--- src/rtl/clarke_pkg.sv ---
package clarke_pkg;

  // Load strobes issued by the control to the datapath stages
  typedef struct packed {
    logic ldSum;    // capture A + 2B and phase A into stage 1
    logic ldOut;    // capture scaled beta and alpha into stage 2
  } ctrlStrobes_t;

  // Round-to-nearest of 2^frac / sqrt(3), computed by integer square root
  function automatic longint unsigned recipRoot3(input int frac);
    longint unsigned target;
    longint unsigned lo;
    longint unsigned hi;
    longint unsigned mid;
    target = (64'd1 << (2 * frac + 2)) / 64'd3;
    lo = 0;
    hi = 64'd1 << (frac + 1);
    while (lo < hi) begin
      mid = (lo + hi + 1) >> 1;
      if (mid * mid <= target) lo = mid;
      else hi = mid - 1;
    end
    return (lo + 1) >> 1;
  endfunction

endpackage

--- src/rtl/clarke_ctrl.sv ---
module clarke_ctrl
  import clarke_pkg::*;
(
  input  logic         clk,
  input  logic         rst,
  input  logic         inValid,
  output ctrlStrobes_t strobes,
  output logic         outValid
);

  localparam int STAGES = 2;

  logic [STAGES-1:0] validPipe;

  always_ff @(posedge clk) begin
    if (rst) begin
      validPipe <= '0;
    end else begin
      validPipe <= {validPipe[STAGES-2:0], inValid};
    end
  end

  always_comb begin
    strobes.ldSum = inValid;
    strobes.ldOut = validPipe[0];
  end

  assign outValid = validPipe[STAGES-1];

  // strobe leaves exactly two edges after it entered
  p_valid_latency_r2: assert property (@(posedge clk) disable iff (rst)
    outValid |-> $past(inValid, 2));

  p_valid_gap_r2: assert property (@(posedge clk) disable iff (rst)
    (!inValid && !validPipe[0]) |=> ##1 !outValid);

endmodule

--- src/rtl/clarke_scale_sat.sv ---
module clarke_scale_sat #(
  parameter int DATA_W    = 16,
  parameter int SUM_W     = DATA_W + 2,
  parameter int COEF_FRAC = 17,
  parameter int COEF_W    = COEF_FRAC + 1
) (
  input  logic signed [SUM_W-1:0]  sumIn,
  output logic signed [DATA_W-1:0] betaNext
);

  localparam int PROD_W = SUM_W + COEF_W + 1;
  localparam logic [COEF_W-1:0] COEF_VAL =
    COEF_W'(clarke_pkg::recipRoot3(COEF_FRAC));
  localparam logic signed [PROD_W-1:0] HALF_LSB =
    PROD_W'(64'd1 << (COEF_FRAC - 1));
  localparam logic signed [PROD_W-1:0] MAX_V =
    {{(PROD_W-DATA_W+1){1'b0}}, {(DATA_W-1){1'b1}}};
  localparam logic signed [PROD_W-1:0] MIN_V =
    {{(PROD_W-DATA_W+1){1'b1}}, {(DATA_W-1){1'b0}}};

  logic signed [PROD_W-1:0] sumExt;
  logic signed [PROD_W-1:0] coefExt;
  logic signed [PROD_W-1:0] product;
  logic signed [PROD_W-1:0] rounded;
  logic signed [PROD_W-1:0] shifted;

  always_comb begin
    sumExt  = {{(PROD_W-SUM_W){sumIn[SUM_W-1]}}, sumIn};
    coefExt = {{(PROD_W-COEF_W){1'b0}}, COEF_VAL};
    product = sumExt * coefExt;
    rounded = product + HALF_LSB;
    shifted = rounded >>> COEF_FRAC;
    if (shifted > MAX_V) begin
      betaNext = MAX_V[DATA_W-1:0];
    end else if (shifted < MIN_V) begin
      betaNext = MIN_V[DATA_W-1:0];
    end else begin
      betaNext = shifted[DATA_W-1:0];
    end
  end

endmodule

--- src/rtl/clarke_datapath.sv ---
module clarke_datapath
  import clarke_pkg::*;
#(
  parameter int DATA_W    = 16,
  parameter int COEF_FRAC = 17
) (
  input  logic                     clk,
  input  logic                     rst,
  input  ctrlStrobes_t             strobes,
  input  logic signed [DATA_W-1:0] phaseA,
  input  logic signed [DATA_W-1:0] phaseB,
  output logic signed [DATA_W-1:0] alphaOut,
  output logic signed [DATA_W-1:0] betaOut
);

  localparam int SUM_W = DATA_W + 2;
  localparam logic signed [SUM_W-1:0] SUM_TOP =
    SUM_W'(3 * ((64'd1 << (DATA_W - 1)) - 1));
  localparam logic signed [DATA_W-1:0] OUT_TOP = {1'b0, {(DATA_W-1){1'b1}}};

  logic signed [SUM_W-1:0]  sumNext;
  logic signed [SUM_W-1:0]  sumReg;
  logic signed [DATA_W-1:0] alphaReg;
  logic signed [DATA_W-1:0] betaNext;

  // Guard bits keep A + 2B inside range for every input pair
  always_comb begin
    sumNext = {{2{phaseA[DATA_W-1]}}, phaseA}
            + {phaseB[DATA_W-1], phaseB, 1'b0};
  end

  always_ff @(posedge clk) begin
    if (rst) begin
      sumReg   <= '0;
      alphaReg <= '0;
    end else if (strobes.ldSum) begin
      sumReg   <= sumNext;
      alphaReg <= phaseA;
    end
  end

  clarke_scale_sat #(
    .DATA_W    (DATA_W),
    .SUM_W     (SUM_W),
    .COEF_FRAC (COEF_FRAC)
  ) scale_i (
    .sumIn    (sumReg),
    .betaNext (betaNext)
  );

  always_ff @(posedge clk) begin
    if (rst) begin
      alphaOut <= '0;
      betaOut  <= '0;
    end else if (strobes.ldOut) begin
      alphaOut <= alphaReg;
      betaOut  <= betaNext;
    end
  end

  // result registers keep their value without a load strobe
  p_hold_r8: assert property (@(posedge clk) disable iff (rst)
    !strobes.ldOut |=> ($stable(betaOut) && $stable(alphaOut)));

  // sign of beta follows the sign of the guarded sum
  p_sign_keep_r7: assert property (@(posedge clk) disable iff (rst)
    (strobes.ldOut && !sumReg[SUM_W-1]) |=> !betaOut[DATA_W-1]);

  p_neg_keep_r7: assert property (@(posedge clk) disable iff (rst)
    (strobes.ldOut && sumReg[SUM_W-1]) |=> betaOut[DATA_W-1]);

  // the largest sum pins beta at the top code
  p_sat_top_r5: assert property (@(posedge clk) disable iff (rst)
    (strobes.ldOut && sumReg == SUM_TOP) |=> betaOut == OUT_TOP);

endmodule

--- src/rtl/clarke_fwd_unit.sv ---
module clarke_fwd_unit #(
  parameter int DATA_W    = 16,
  parameter int COEF_FRAC = 17
) (
  input  logic                     clk,
  input  logic                     rst,
  input  logic                     inValid,
  input  logic signed [DATA_W-1:0] phaseA,
  input  logic signed [DATA_W-1:0] phaseB,
  output logic                     outValid,
  output logic signed [DATA_W-1:0] alphaOut,
  output logic signed [DATA_W-1:0] betaOut
);

  import clarke_pkg::*;

  ctrlStrobes_t strobes;

  clarke_ctrl ctrl_i (
    .clk      (clk),
    .rst      (rst),
    .inValid  (inValid),
    .strobes  (strobes),
    .outValid (outValid)
  );

  clarke_datapath #(
    .DATA_W    (DATA_W),
    .COEF_FRAC (COEF_FRAC)
  ) dp_i (
    .clk      (clk),
    .rst      (rst),
    .strobes  (strobes),
    .phaseA   (phaseA),
    .phaseB   (phaseB),
    .alphaOut (alphaOut),
    .betaOut  (betaOut)
  );

  // reset clears every output
  p_reset_clear_r1: assert property (@(posedge clk)
    rst |=> (!outValid && alphaOut == '0 && betaOut == '0));

  // alpha is phase A delayed by the pipeline, unchanged
  p_alpha_pass_r3: assert property (@(posedge clk) disable iff (rst)
    outValid |-> alphaOut == $past(phaseA, 2));

endmodule

--- config.mk ---
export PLATFORM = sky130hd
export DESIGN_NAME = clarke_fwd_unit
export DESIGN_NICKNAME = d
export VERILOG_FILES = /design/src/rtl/clarke_pkg.sv /design/src/rtl/clarke_ctrl.sv /design/src/rtl/clarke_scale_sat.sv /design/src/rtl/clarke_datapath.sv /design/src/rtl/clarke_fwd_unit.sv
export SDC_FILE = /design/constraint.sdc
export NUM_CORES = 1
export LEC_CHECK = 0
export BUFFER_PORTS_ARGS = -buffer_cell sky130_fd_sc_hd__buf_4
export CORE_ASPECT_RATIO = 1.4
export CORE_MARGIN = 2
export CORE_UTILIZATION = 45
export CTS_CLUSTER_DIAMETER = 80
export DETAILED_ROUTE_END_ITERATION = 10
export GPL_TIMING_DRIVEN = 0
export PLACE_DENSITY = 0.64
export SETUP_SLACK_MARGIN = 0.05
export SYNTH_ARGS = -nofsm -noshare
export SYNTH_HDL_FRONTEND = slang
export SYNTH_SLANG_ARGS = --single-unit
--- constraint.sdc ---
create_clock -name clk -period 8.43 [get_ports clk]
set_clock_uncertainty 0.05 [all_clocks]
set_input_delay 1.686 -clock clk [delete_from_list [all_inputs] [get_ports clk]]
set_output_delay 1.686 -clock clk [all_outputs]
set_load 0.02 [all_outputs]
==> out/metrics.json <==
{
  "layout": {
    "antenna_cells_inserted": 0,
    "finish.instance_area_um2": 10880,
    "layout.cells.most_common": "sky130_fd_sc_hd__inv_1",
    "area_growth_syn_to_layout_pct": 11.59,
    "layout.cells.most_common_list": "sky130_fd_sc_hd__inv_1, sky130_fd_sc_hd__ha_1, sky130_fd_sc_hd__fa_1, sky130_fd_sc_hd__nor2_1, sky130_fd_sc_hd__buf_4",
    "drive_gt1_frac": 0.1066,
    "design.final.nets": 1463
  },
  "clock_tree": {
    "number_of_cts_inserted_buffers": 9,
    "clk-insertion-delay-late_ns": 0.35,
    "root_buffer": "sky130_fd_sc_hd__clkbuf_16",
    "clock-sinks": 67,
    "cts.hold.buffers_added": 0,
    "cts.path.max_buffers": 2,
    "clkTransAtPathRegs_ns": 0.06,
    "cts_max_level": 3,
    "postCtsResizedCells": 0,
    "post_cts_setup_repair_buffer_count": 0,
    "cts_tree": "built"
  },
  "drt": {
    "drt_pre_antenna_iters": 4,
    "total_wirelength_of_the_detailed_routed_design_mm": 21.84,
    "detail_route.drc_violations": 0,
    "drtAntennaViolNets": 0,
    "detail_route.wl_per_cell_um": 15.24,
    "drt_first_iter_violations": 273,
    "viasPerCell": 5.244,
    "num_vias": 7514
  },
  "die": {
    "chip_width_um": 128.4,
    "die_height_um": 178.2,
    "core_um2": 21200,
    "io-pin-count": 68,
    "floorplan.rows": 63,
    "starting_density": 0.4598,
    "design.die.area_um2": 22880
  },
  "grt": {
    "globalRouteTotalUtil": 0.2076,
    "pin_count_of_the_biggest_net_entering_global_routing": 19,
    "grt_first_pass_wirelength_mm": 37.42,
    "grt_antenna_before_repair": 0,
    "grt_pass1_vias": 8010,
    "grt_remaining_overflow": 0
  },
  "critical_path": {
    "crit_arrival_ns": 8.15,
    "reg2reg_depth": 25,
    "startpoint_type": "flip-flop",
    "worstSetupEndpointType": "flip-flop",
    "timing.critical_path.fanout_max": 10,
    "worst_ep_required_time_ns": 8.64,
    "criticalPathCategory": "flip-flop to flip-flop"
  },
  "yosys": {
    "number_of_library_cell_types_mapped_by_synthesis": 76,
    "yosys_warnings": 0,
    "ys_seq_area_frac": 0.1376,
    "postSynthCellCount": 1090,
    "per_instance_average_area_after_synthesis_um2": 8.946,
    "synth_fp_nets": 1385,
    "synth_area_um2": 9751,
    "synth_enable_flop_cells": 0,
    "synth_ff_type": "sky130_fd_sc_hd__dfxtp_1",
    "asyncSetResetFlopFracSynth": 0,
    "yosys_register_bits": 67
  },
  "worst_hold_path": {
    "holdCritPathClass": "flip-flop to flip-flop",
    "hold_depth": 2
  },
  "sta": {
    "hold_ws_ns": 0.4236,
    "final-setup-viol-count": 0,
    "finalWorstPathRequiredPeriod_ns": 7.944,
    "maxSlewViolCount": 0,
    "grt_setup_unrepaired": "false",
    "worst_tran_pin_value_ns": 0.8147,
    "finalHoldViolCount": 0,
    "final_clock_period_utilization_by_the_worst_path": 0.9424,
    "max_freq_ghz": 0.1259,
    "timing.slew.headroom": 0.4561,
    "finalSetupTns_ns": 0
  },
  "pwr": {
    "ir_worst_vdd_v": 0.0002441,
    "pwr_density_cell_nw_per_um2": 374.9,
    "leakage_nw": 5.589
  },
  "placement": {
    "dp_hpwl_mm": 18.60,
    "io_buffer_count": 67,
    "routabilityCongestion": 0.8782,
    "postPlaceCellArea_um2": 10580
  },
  "status": {
    "result_of_the_run": "completed"
  },
  "job": {
    "drv_cap": 0
  }
}
## worst paths after layout
path / start / endpoint / slack [ns]
setup / recovery: dp_i.sumReg[7]$_SDFFE_PP0P_ / dp_i.betaOut[5]$_SDFFE_PP0P_ / 0.49
hold / removal: dp_i.betaOut[15]$_SDFFE_PP0P_ / dp_i.betaOut[15]$_SDFFE_PP0P_ / 0.42
setup reg to reg: dp_i.sumReg[7]$_SDFFE_PP0P_ / dp_i.betaOut[5]$_SDFFE_PP0P_ / 0.49
hold reg to reg: dp_i.betaOut[15]$_SDFFE_PP0P_ / dp_i.betaOut[15]$_SDFFE_PP0P_ / 0.42
## registers in the layout, indices dropped and copies added, names as in the netlist
| signal | cells |
|---|---|
| dp_i.alphaOut | 16 |
| dp_i.betaOut | 16 |
| dp_i.alphaReg | 16 |
| dp_i.sumReg | 17 |
| ctrl_i.validPipe | 2 |
## layer usage
| layer | vias to the layer above | global-route usage | share of wire |
|---|---|---|---|
| met5 | - | 0 | 0 |
| met4 | 0 | 0.09615 | 0.039 |
| met3 | 32 | 0.01470 | 0.016 |
| met2 | 84 | 0.3936 | 0.54 |
| met1 | 3644 | 0.2338 | 0.40 |
| li1 | 3754 | - | - |
## where the power goes
part / switching [mW] / internal [mW] / leakage, nW
clock network: 0.158 / 0.232 / 0.144
registers: 0.0382 / 0.348 / 0.551
logic: 1.98 / 1.32 / 4.89
## worst max-delay path, stage by stage (launching register included)
cell and delay (ns):
sky130_fd_sc_hd__dfxtp_1 0.61, sky130_fd_sc_hd__ha_1 0.39, sky130_fd_sc_hd__xnor2_1 0.25, sky130_fd_sc_hd__inv_1 0.07, sky130_fd_sc_hd__ha_1 0.27, sky130_fd_sc_hd__inv_1 0.05
sky130_fd_sc_hd__fa_1 0.49, sky130_fd_sc_hd__inv_1 0.04, sky130_fd_sc_hd__fa_1 0.49, sky130_fd_sc_hd__fa_1 0.54, sky130_fd_sc_hd__fa_1 0.50, sky130_fd_sc_hd__ha_1 0.37
sky130_fd_sc_hd__a21oi_1 0.33, sky130_fd_sc_hd__o21bai_2 0.15, sky130_fd_sc_hd__a211oi_2 0.28, sky130_fd_sc_hd__a31oi_2 0.17, sky130_fd_sc_hd__a221o_2 0.43, sky130_fd_sc_hd__xnor2_2 0.15
sky130_fd_sc_hd__or4_1 0.52, sky130_fd_sc_hd__buf_2 0.18, sky130_fd_sc_hd__or3_4 0.36, sky130_fd_sc_hd__or4b_1 0.52, sky130_fd_sc_hd__a31oi_1 0.17, sky130_fd_sc_hd__o21ai_2 0.14
sky130_fd_sc_hd__buf_6 0.19, sky130_fd_sc_hd__a211oi_2 0.14
## per-stage QoR
stage	setup slack, ns	utilization	instances	total power, mW
final	0.4856	0.5131	1433	4.079
after global routing	0.05088	0.5131	1433	4.566
after CTS	0.4752	0.5131	1433	4.120
after detailed placement	0.5235	0.4989	1417	3.701
after global placement	0.5775	0.4989	1417	3.675
after floorplan	1.240	-	1090	3.011
## cell type report
type / count / area [um^2]
multi-input cells: 770 / 7440
clock buffers: 10 / 229.0
well taps: 260 / 325.3
flip-flops and latches: 67 / 1341
plain buffers: 26 / 117.6
clock inverters: 6 / 72.57
inverters: 227 / 852.1
fillers: 2052 / 10320
repair buffers: 67 / 503.0
## Yosys cell counts (4+ instances only)
master / instances / area share
sky130_fd_sc_hd__mux2i_1: 48 / 0.049
sky130_fd_sc_hd__nor2b_1: 5 / 0.0032
sky130_fd_sc_hd__o211ai_1: 5 / 0.0039
sky130_fd_sc_hd__nand2_1: 44 / 0.017
sky130_fd_sc_hd__a211oi_1: 9 / 0.0069
sky130_fd_sc_hd__and2_1: 7 / 0.0045
sky130_fd_sc_hd__or3_1: 5 / 0.0032
sky130_fd_sc_hd__buf_1: 5 / 0.0019
sky130_fd_sc_hd__o21a_1: 5 / 0.0039
sky130_fd_sc_hd__fa_1: 103 / 0.21
sky130_fd_sc_hd__nor2_1: 89 / 0.034
sky130_fd_sc_hd__nor3_1: 23 / 0.012
sky130_fd_sc_hd__ha_1: 157 / 0.20
sky130_fd_sc_hd__nand2b_1: 5 / 0.0032
sky130_fd_sc_hd__nor3b_1: 4 / 0.0031
sky130_fd_sc_hd__a21o_1: 9 / 0.0069
sky130_fd_sc_hd__a31oi_1: 10 / 0.0064
sky130_fd_sc_hd__clkbuf_1: 17 / 0.0065
sky130_fd_sc_hd__a21oi_1: 44 / 0.023
sky130_fd_sc_hd__dfxtp_1: 67 / 0.14
sky130_fd_sc_hd__o31ai_1: 7 / 0.0054
sky130_fd_sc_hd__xnor2_1: 39 / 0.035
sky130_fd_sc_hd__and3_1: 5 / 0.0032
sky130_fd_sc_hd__nand3_1: 16 / 0.0082
sky130_fd_sc_hd__nand4_1: 4 / 0.0026
sky130_fd_sc_hd__nor4b_1: 4 / 0.0036
sky130_fd_sc_hd__a211oi_2: 13 / 0.017
sky130_fd_sc_hd__inv_1: 226 / 0.087
sky130_fd_sc_hd__or4_1: 4 / 0.0031
sky130_fd_sc_hd__o21ai_0: 23 / 0.012
sky130_fd_sc_hd__xor2_1: 25 / 0.022
## kinds of logic (layout without fill, tap and decap cells)
family / Yosys count / count (layout) / share of synthesized area
xor gates and xnor gates: 66 / 66 / 0.06082
AOI/OAI and AO/OA: 162 / 162 / 0.1213
adders and majority gates: 260 / 260 / 0.4129
buffers and inverters: 253 / 336 / 0.09945
muxes: 49 / 49 / 0.05043
and+or+nand+nor: 233 / 233 / 0.1175
DFF: 67 / 67 / 0.1376
(Power assumes the default switching activity.)
